===== src/rtl/sct_pkg.sv =====
`timescale 1ns/1ps
package sct_pkg;
   typedef enum logic [1:0] {
      ALIAS_WRITE  = 2'd0,
      ALIAS_SET    = 2'd1,
      ALIAS_CLEAR  = 2'd2,
      ALIAS_TOGGLE = 2'd3
   } alias_e;
endpackage


===== src/rtl/sct_alias_decode.sv =====
`timescale 1ns/1ps
module sct_alias_decode #(
   parameter int unsigned DATA_W = 32
) (
   input  logic              wr,
   input  sct_pkg::alias_e   sel,
   input  logic [DATA_W-1:0] cur,
   input  logic [DATA_W-1:0] wdata,
   output logic [DATA_W-1:0] nxt
);
   import sct_pkg::*;

   if (DATA_W < 3) begin : g_bad_width
      $error("sct_alias_decode: DATA_W must be at least 3");
   end

   always_comb begin
      nxt = cur;
      if (wr) begin
         case (sel)
            ALIAS_WRITE:  nxt = wdata;
            ALIAS_SET:    nxt = cur | wdata;
            ALIAS_CLEAR:  nxt = cur & ~wdata;
            ALIAS_TOGGLE: nxt = cur ^ wdata;
            default:      nxt = cur;
         endcase
      end
   end
endmodule


===== src/rtl/sct_gate_timer.sv =====
`timescale 1ns/1ps
module sct_gate_timer #(
   parameter int unsigned DELAY = 8
) (
   input  logic clk,
   input  logic rst_n,
   input  logic srst_on,
   output logic fire
);
   if (DELAY < 1) begin : g_bad_delay
      $error("sct_gate_timer: DELAY must be at least 1");
   end

   if (DELAY == 1) begin : g_flag
      logic seen_q;
      always_ff @(posedge clk or negedge rst_n) begin
         if (!rst_n) seen_q <= 1'b0;
         else        seen_q <= srst_on;
      end
      assign fire = srst_on & ~seen_q;
   end else begin : g_count
      localparam int CW = $clog2(DELAY + 1);
      logic [CW-1:0] cnt_q;
      always_ff @(posedge clk or negedge rst_n) begin
         if (!rst_n)                     cnt_q <= '0;
         else if (!srst_on)              cnt_q <= '0;
         else if (cnt_q != CW'(DELAY))   cnt_q <= cnt_q + 1'b1;
      end
      assign fire = srst_on && (cnt_q == CW'(DELAY - 1));
   end
endmodule


===== src/rtl/sct_ctrl_reg.sv =====
`timescale 1ns/1ps
module sct_ctrl_reg #(
   parameter int unsigned DATA_W     = 32,
   parameter int unsigned GATE_DELAY = 8
) (
   input  logic              clk,
   input  logic              rst_n,
   input  logic [1:0]        bus_addr,
   input  logic              bus_wr,
   input  logic [DATA_W-1:0] bus_wdata,
   input  logic              bus_rd,
   output logic [DATA_W-1:0] bus_rdata,
   output logic              core_clk_en,
   output logic              core_rst
);
   import sct_pkg::*;

   localparam int SRST_BIT = DATA_W - 1;
   localparam int GATE_BIT = DATA_W - 2;
   localparam logic [DATA_W-1:0] GATE_MASK = {{1'b0}, {1'b1}, {(DATA_W-2){1'b0}}};

   if (DATA_W < 3) begin : g_bad_width
      $error("sct_ctrl_reg: DATA_W must be at least 3");
   end

   logic [DATA_W-1:0] ctrl_q;
   logic [DATA_W-1:0] sw_nxt;
   logic [DATA_W-1:0] hw_nxt;
   logic              fire;
   alias_e            sel;

   assign sel = alias_e'(bus_addr);

   sct_alias_decode #(.DATA_W(DATA_W)) u_decode (
      .wr    (bus_wr),
      .sel   (sel),
      .cur   (ctrl_q),
      .wdata (bus_wdata),
      .nxt   (sw_nxt)
   );

   sct_gate_timer #(.DELAY(GATE_DELAY)) u_timer (
      .clk     (clk),
      .rst_n   (rst_n),
      .srst_on (ctrl_q[SRST_BIT]),
      .fire    (fire)
   );

   always_comb begin
      hw_nxt = sw_nxt;
      if (fire) hw_nxt[GATE_BIT] = 1'b1;
      if (hw_nxt[SRST_BIT]) hw_nxt[GATE_BIT-1:0] = '0;
   end

   always_ff @(posedge clk or negedge rst_n) begin
      if (!rst_n) ctrl_q <= '0;
      else        ctrl_q <= hw_nxt;
   end

   assign bus_rdata   = bus_rd ? ctrl_q : '0;
   assign core_rst    = ctrl_q[SRST_BIT];
   assign core_clk_en = ~ctrl_q[GATE_BIT];

   a_r2_plain_load: assert property (@(posedge clk) disable iff (!rst_n)
      (bus_wr && sel == ALIAS_WRITE && !bus_wdata[SRST_BIT] && !fire)
      |=> (ctrl_q == $past(bus_wdata)));

   a_r3_set_bits: assert property (@(posedge clk) disable iff (!rst_n)
      (bus_wr && sel == ALIAS_SET && !ctrl_q[SRST_BIT] && !bus_wdata[SRST_BIT])
      |=> ((ctrl_q & $past(bus_wdata)) == $past(bus_wdata)));

   a_r4_clear_bits: assert property (@(posedge clk) disable iff (!rst_n)
      (bus_wr && sel == ALIAS_CLEAR)
      |=> ((ctrl_q & $past(bus_wdata) & ~GATE_MASK) == '0));

   a_r5_toggle_bits: assert property (@(posedge clk) disable iff (!rst_n)
      (bus_wr && sel == ALIAS_TOGGLE && !ctrl_q[SRST_BIT] && !bus_wdata[SRST_BIT] && !fire)
      |=> (ctrl_q == ($past(ctrl_q) ^ $past(bus_wdata))));

   a_r6_hold_idle: assert property (@(posedge clk) disable iff (!rst_n)
      (!bus_wr && !fire) |=> $stable(ctrl_q));

   a_r9_low_zero: assert property (@(posedge clk) disable iff (!rst_n)
      ctrl_q[SRST_BIT] |-> (ctrl_q[GATE_BIT-1:0] == '0));

   a_r10_gate_after_fire: assert property (@(posedge clk) disable iff (!rst_n)
      fire |=> ctrl_q[GATE_BIT]);

   a_r10_fire_once: assert property (@(posedge clk) disable iff (!rst_n)
      fire |=> !fire);
endmodule


===== config.mk =====
export PLATFORM = sky130hd
export DESIGN_NAME = sct_ctrl_reg
export DESIGN_NICKNAME = d
export VERILOG_FILES = /design/src/rtl/sct_pkg.sv /design/src/rtl/sct_alias_decode.sv /design/src/rtl/sct_gate_timer.sv /design/src/rtl/sct_ctrl_reg.sv
export SDC_FILE = /design/constraint.sdc
export NUM_CORES = 1
export LEC_CHECK = 0
export ABC_AREA = 1
export BUFFER_PORTS_ARGS = -buffer_cell sky130_fd_sc_hd__buf_2
export CAP_MARGIN = 20
export CORE_MARGIN = 2
export CORE_UTILIZATION = 55
export DETAILED_ROUTE_END_ITERATION = 12
export GPL_TIMING_DRIVEN = 1
export PLACE_DENSITY = 0.79
export SLEW_MARGIN = 15
export SYNTH_ARGS = -nofsm -noshare
export SYNTH_HDL_FRONTEND = slang
export SYNTH_SLANG_ARGS = --single-unit

===== constraint.sdc =====
create_clock -name clk -period 2.1 [get_ports clk]
set_input_delay 0.105 -clock clk [delete_from_list [all_inputs] [get_ports clk]]
set_output_delay 0.105 -clock clk [all_outputs]
set_load 0.01 [all_outputs]

Word-level counts from Yosys, hierarchy flattened
Index checks and enable logic that the tools add are counted.
- register bits after elaboration: 36
- logic and storage cells: 27
- output and inout bits: 34
- reduce and logical (&&, ||, !) cells: 4
- equality and inequality tests: 6
- $add $sub $neg: 1
- mux-type cells: 7
- bitwise gates (word level): 5
- operator list (kind ; count):
    case mux 32 bit (4 select lines) ; 1
    2-to-1 mux 32 bit ; 2
    bitwise AND 32 bit ; 1
    NOT 32 bit ; 1
    OR 32 bit ; 1
    XOR 32 bit ; 1
    2-to-1 mux 30 bit ; 1
    2-to-1 mux 4 bit ; 2
    adder 4 x 1 -> 4 bit (second input constant) ; 1
    equality test 2 bit (second input constant) ; 2
    equality test 4 x 3 -> 1 bit (second input constant) ; 1
    inequality test 4 bit (second input constant) ; 1
    nonzero test 2 bit ; 2
    equality test 2 x 1 -> 1 bit (second input constant) ; 1
    logical NOT 2 bit ; 1
    inequality test 2 x 1 -> 1 bit (second input constant) ; 1
    logical AND 1 bit ; 1
    2-to-1 mux 1 bit ; 1
    NOT 1 bit ; 1

Logic depth before layout (Yosys ltp)
Gate-level depths: netlist (run 1).
- word-level depth: 5
- mapped depth: 9

By module
From an unflattened synthesis (run 1), not the netlist that was laid out.
- cells, all modules: 650
- area, all modules: 4196.5 µm²
- by module, submodules not included (module ; seq. area each (µm²) ; cells an instance ; instances ; area an instance (µm²)):
    sct_alias_decode ; 0.0 ; 450 ; 1 ; 2613.8
    sct_ctrl_reg ; 800.8 ; 166 ; 1 ; 1330.0
    sct_gate_timer ; 100.1 ; 34 ; 1 ; 252.7

Worst setup path before layout (run 1)
OpenSTA, ideal clock, no wires.
- kind: register to register
- start: reg with a tool-made name
- end: reg with a tool-made name
- stages on the path, launching flop included: 8
- arrival: 1.289 ns
- setup time: 0.131 ns
- path slack: 0.680 ns
- cells stage by stage: dfrtp_1 inv_1 ha_1 nand3_1 nand3_1 nor2_2 buf_4 nor2_1

==> reports/metrics.yaml, run 1 <==
outcome:
  outcome: "completed"
drt:
  drtPass1Iterations: 4
  avgViaCountPerCell: 5.14
  drt_iter0_markers: 198
  ant_nets: 0
  drc: 0
  routed_wl_um: 8880
  num_vias: 3647
  routedWlPerCell_um: 12.5
sta:
  max_slew_margin: 0.451
  worst_slack_ns: 0.445
  tns_ns: 0
  final_hold_viol_count: 0
  fin_crit_ns: 1.65
  min_period_over_period: 0.788
  finalClockSkew_ns: 0.00243
  drv_slew: 0
  max_slew.worst_pin.slew_ns: 0.823
  finalSetupViolations: 0
  rsz0062_at_grt: "false"
  fmax_ghz: 0.604
yosys:
  syn_avg_cell_area_um2: 6.50
  synth_cells: 570
  synth_cell_types: 17
  ys_warn_count: 0
  syn_area_um2: 3710
  synth_nets: 674
  yosysSeqAreaShare: 0.243
  yosys_register_bits: 36
setup_path:
  critPathLaunchType: "flip-flop"
  cp.arrival_ns: 1.89
  crit_chain: "inv_1 -> ha_1 -> nand3_1 -> nand3_1 -> nor2_2 -> buf_4 -> nand2_1 -> nand2_1"
  max_stage_delay_ns: 0.47
  path_max_fanout: 22
  critical_path.top_delay_family: "flip-flops"
  crit_required_ns: 2.33
  critPathBufInv: 2
  critPathKind: "flip-flop to flip-flop"
  critPathCaptureType: "flip-flop"
  cp_slowest_cell: "dfrtp_1"
pwr:
  powerDensity_nw_per_um2: 490
  p_total_mw: 2.07
  irDropWorstVdd_mv: 0.235
  power_leakage_nw: 2.71
place:
  pre_cts_ws_ns: 0.476
  finalWeightedCongestion: 0.787
  dpl_cell_area_um2: 4110
  place_hpwl_um: 6240
  port_buffers: 71
final_layout:
  nFillCells: 590
  drive_above_1_share: 0.147
  stdcell_area_um2: 4210
  final_nets: 735
  syn_to_final_growth_pct: 13.6
global_routing:
  antenna_found_initial: 1
  grt_max_degree: 37
  grt_first_pass_wirelength_um: 15400
  gr-total-overflow: 0
  grt_pass1_vias: 3559
  grt_usage: 0.256
floorplan:
  die_x_um: 86.1
  dieArea_um2: 7410
  die_h_um: 86.1
  num_io_pins: 72
  rows: 29
  core_um2: 6420
  floorplan.initialDensity: 0.577
cts:
  cts_num_sinks: 36
  cts_tree: "done"
  clockBufferDepth: 2
  htree_levels: 2
  cts_buffers: 5
  clk_latency_ns: 0.29
  clockRootBuffer: "clkbuf_8"
  clk_pin_slew_ns: 0.07
flow_run:
  maxCapViolCount: 0
hold_path:
  hold_path_class: "primary input to flip-flop"
-- repair_timing --
item                      in CTS  in global routing
resized for setup              0                  0
hold buffers                   1                  0
buffers inserted               0                  0
hold endpoints to repair      36                  0
-- power by group --
group	switching, mW	internal, mW	total, mW
combinational	0.417	0.263	0.680
clock	0.250	0.268	0.518
sequential	0.0924	0.775	0.867
-- cells in the mapped netlist, drive strengths merged --
master  count  area share
nand2     190        0.19
inv       134        0.14
nand3      68       0.092
ha         66        0.22
dfrtp      36        0.24
nand4      31       0.052
buf        20       0.030
clkbuf      9      0.0091
nor2        9       0.011
a21oi       2      0.0027
o21ai       2      0.0027
nor3        1      0.0013
nor3b       1      0.0020
xor2        1      0.0024
-- per-stage QoR --
| stage | hold slack, ns | utilization | instances |
|---|---|---|---|
| detailed placement | 0.257 | 0.640 | 700 |
| finish | 0.153 | 0.656 | 710 |
| floorplan | -0.191 | - | 570 |
| global placement | 0.249 | 0.640 | 700 |
| global route | 0.163 | 0.656 | 710 |
| CTS | 0.154 | 0.655 | 709 |
-- cells in the final DEF (no fill, tap or decap), types with 2 or more instances in the layout --
cell	synthesis	final
a21oi_1	2	2
buf_2	15	71
buf_4	5	10
clkbuf_1	9	2
clkbuf_8	0	6
dfrtp_1	36	36
ha_1	66	66
inv_1	133	133
nand2_1	190	190
nand3_1	68	68
nand4_1	31	31
nor2_1	6	5
nor2_2	3	4
o21ai_0	2	2
-- path summary, 6_finish.rpt --
check                                  startpoint                     end  slack [ns]  depth (start not counted)
hold / removal                      bus_wdata[13]  ctrl_q[13]$_DFFE_PN0P_        0.15                          5
max in group asynchronous                   rst_n  ctrl_q[20]$_DFFE_PN0P_        1.13                          2
min in group asynchronous                   rst_n   ctrl_q[4]$_DFFE_PN0P_        0.45                          2
setup / recovery                        flip-flop  ctrl_q[10]$_DFFE_PN0P_        0.45                          8
hold reg to reg            ctrl_q[22]$_DFFE_PN0P_  ctrl_q[22]$_DFFE_PN0P_        0.54                          2
setup reg to reg                        flip-flop  ctrl_q[10]$_DFFE_PN0P_        0.45                          8
-- per-layer routing --
layer  vias up  wire length, um  track usage
li1       1846                -            -
met1      1694             3910        0.313
met2        96             4340        0.456
met3        11              502       0.0423
met4         0              131       0.0823
met5         -                0            0
-- cell families (layout without fill, tap and decap cells) --
| family | after synthesis | in the layout | synth area share |
|---|---|---|---|
| fa+ha+maj | 66 | 66 | 0.223 |
| flops | 36 | 36 | 0.243 |
| buf+inv | 163 | 225 | 0.175 |
| compound gates | 4 | 4 | 0.00540 |
| other cells | 0 | 1 | 0 |
| xor+xnor | 1 | 1 | 0.00236 |
| simple gates | 300 | 300 | 0.351 |
-- final cells by class --
| cell class | count | area (um^2) | area share |
|---|---|---|---|
| multi-input combinational | 371 | 2160 | 0.512 |
| antenna | 1 | 2.50 | 0.000594 |
| timing repair buffer | 83 | 460 | 0.109 |
| clock buffer | 8 | 90.1 | 0.0214 |
| sequential | 36 | 901 | 0.214 |
| inverter | 134 | 503 | 0.119 |
| tap | 77 | 96.3 | 0.0229 |
-- tightest hold or removal path, cell delays in order --
cell and delay [ns]:
buf_2 0.09, nand2_1 0.05, nand4_1 0.08, nand2_1 0.05, nand2_1 0.05
-- sequential cells by signal, indices dropped and copies added, names as in the netlist, named ones only --
name / flops
ctrl_q: 31
u_timer.g_count.cnt_q: 4
(Power assumes the default switching activity.)
==> run 2, diff against run 1 <==
- CORE_UTILIZATION: 55 -> 51
- PLACE_DENSITY: 0.79 -> 0.77
- clock period: 2.1 -> 1.5 ns (I/O delays scaled with it)
==> reports/metrics.yaml, run 2 (synthesis gave the netlist of run 1 again) <==
final_layout:
  regArea_um2: 901  # unchanged
  syn_to_final_growth_pct: 20.1
  final_nets: 748  # +1.8%
  largest_register: "ctrl_q"
  layout_common_cells: "184 x nand2_1, 132 x inv_1, 71 x buf_2"
  largest_reg_flops: 31  # unchanged
  stdcell_area_um2: 4450  # +5.7%
  antenna_cells: 0  # -1
  nFillCells: 670  # +14%
  layout_commonest_cell: "nand2_1"
  drive_above_1_share: 0.186  # +0.0389
  multi_input_area_um2: 2220  # +2.8%
  largest_registers: "ctrl_q: 31 flops, u_timer.g_count.cnt_q: 4 flops"
pwr:
  power_leakage_nw: 2.81  # +3.6%
  irDropWorstVdd_mv: 0.315  # +34%
  powerDensity_nw_per_um2: 678  # +38%
floorplan:
  dieArea_um2: 7960  # +7.5%
  rows: 31  # +6.9%
  core_um2: 7140  # +11%
  num_io_pins: 72  # unchanged
  floorplan.initialDensity: 0.519  # -0.0578
  die_h_um: 89.2  # +3.7%
  die_x_um: 89.2  # +3.7%
outcome:
  outcome: "completed"
cts:
  clockBufferDepth: 2  # unchanged
  htree_levels: 2  # unchanged
  cts_buffers: 5  # unchanged
  clk_pin_slew_ns: 0.08  # about the same
  cts_num_sinks: 36  # unchanged
  clk_latency_ns: 0.29  # about the same
  clockRootBuffer: "clkbuf_8"
  cts_tree: "done"
sta:
  final_hold_viol_count: 0  # unchanged
  rsz0062_at_grt: "true"
  fmax_ghz: 0.671  # +11%
  fin_crit_ns: 1.49  # -0.165 ns
  finalClockSkew_ns: 0.00807  # +0.00563 ns
  max_slew.worst_pin.slew_ns: 0.502  # -0.322 ns
  drv_slew: 0  # unchanged
  min_period_over_period: 0.993  # +0.205
  max_slew_margin: 0.666  # +0.214
  worst_slack_ns: 0.0106  # -0.435 ns
  finalSetupViolations: 0  # unchanged
global_routing:
  antenna_found_initial: 0  # -1
  gr-total-overflow: 0  # unchanged
  grt_usage: 0.234  # -0.0221
  grt_pass1_vias: 3452  # -3.0%
  grt_first_pass_wirelength_um: 14900  # -3.8%
  grt_max_degree: 32  # -14%
drt:
  routed_wl_um: 9480  # +6.7%
  drtPass1Iterations: 5  # +1
  drt_iter0_markers: 241  # +22%
  drc: 0  # unchanged
  ant_nets: 0  # unchanged
  num_vias: 3769  # +3.3%
  routedWlPerCell_um: 12.7  # +1.9%
  avgViaCountPerCell: 5.07  # -1.4%
setup_path:
  critPathLaunchType: "flip-flop"
  crit_required_ns: 1.73  # -0.60 ns
  cp.arrival_ns: 1.72  # -0.17 ns
  critPathCaptureType: "flip-flop"
  critPathKind: "flip-flop to flip-flop"
  path_max_fanout: 12  # -45%
place:
  port_buffers: 71  # unchanged
  finalWeightedCongestion: 0.777  # -1.2%
  pre_cts_ws_ns: 0.0270  # -0.449 ns
  dpl_cell_area_um2: 4210  # +2.4%
  place_hpwl_um: 6650  # +6.5%
hold_path:
  hold_path_class: "primary input to flip-flop"
flow_run:
  maxCapViolCount: 0  # unchanged
==> run 2: changes by cell type in the layout (fill, tap and decap cells not counted), moves of 2 or more <==
cell | before | now
buf_4 | 10 | 18
buf_6 | 0 | 2
clkbuf_1 | 2 | 0
clkbuf_16 | 0 | 2
clkinv_2 | 0 | 2
ha_1 | 66 | 64
ha_4 | 0 | 2
nand2_1 | 190 | 184
nand2_2 | 0 | 6
nand3_1 | 68 | 65
nand3_2 | 0 | 3
==> run 2: power breakdown <==
part	internal, mW	total, mW	switching [mW]
Sequential	1.08	1.21	0.130
Clock	0.367	0.724	0.357
Combinational	0.446	1.08	0.633
Total	1.90	3.02	1.12
==> run 2: what timing repair did <==
action	4_1_cts	5_1_grt
endpoints found under the setup margin	0	31
buffers inserted	0	3
resized for setup	0	16
hold buffers	1	0
hold endpoints to repair	20	0
==> run 2: stage by stage <==
stage                util  TNS (ns)  hold WS, ns  total power [mW]  instances
global placement    0.590         0       0.0546              2.16        730
CTS                 0.604         0        0.116              2.93        739
floorplan               -         0       -0.221              1.85        570
detailed placement  0.590         0       0.0631              2.21        730
finish              0.624         0        0.112              3.02        744
global route        0.624     -1.21        0.133              3.25        744
==> run 2: critical path: stages (launching register included) <==
cell,delay (ns)
dfrtp_1,0.43
inv_2,0.09
ha_4,0.20
nand3_2,0.07
nand3_2,0.10
nor2_4,0.22
clkbuf_16,0.21
nand2_1,0.05
nand2_1,0.05
==> run 2: cell type report <==
| cell class | instances | share of cell area |
|---|---|---|
| clock inverters | 2 | 0.00225 |
| repair buffers | 96 | 0.138 |
| well taps | 99 | 0.0278 |
| multi-input cells | 371 | 0.498 |
| clock buffers | 6 | 0.0185 |
| inverters | 134 | 0.113 |
| flip-flops and latches | 36 | 0.202 |
==> run 2: path summary, 6_finish.rpt <==
kind	startpoint	endpoint	slack, ns	depth (start not counted)
worst max-delay path	flip-flop	ctrl_q[17]$_DFFE_PN0P_	0.01	8
worst min-delay path	bus_wdata[19]	ctrl_q[19]$_DFFE_PN0P_	0.11	5
worst max register to register	flip-flop	ctrl_q[17]$_DFFE_PN0P_	0.01	8
worst min register to register	ctrl_q[6]$_DFFE_PN0P_	ctrl_q[6]$_DFFE_PN0P_	0.55	2
max in group asynchronous	rst_n	ctrl_q[6]$_DFFE_PN0P_	0.60	3
min in group asynchronous	rst_n	ctrl_q[30]$_DFFE_PN0P_	0.28	2
==> run 2: layer usage <==
metal | global-route usage | vias to the layer above | part of all wire
met3 | 0.0360 | 10 | 0.052
met4 | 0.0665 | 0 | 0.0096
li1 | - | 1872 | -
met1 | 0.289 | 1772 | 0.44
met5 | 0 | - | 0
met2 | 0.422 | 115 | 0.50
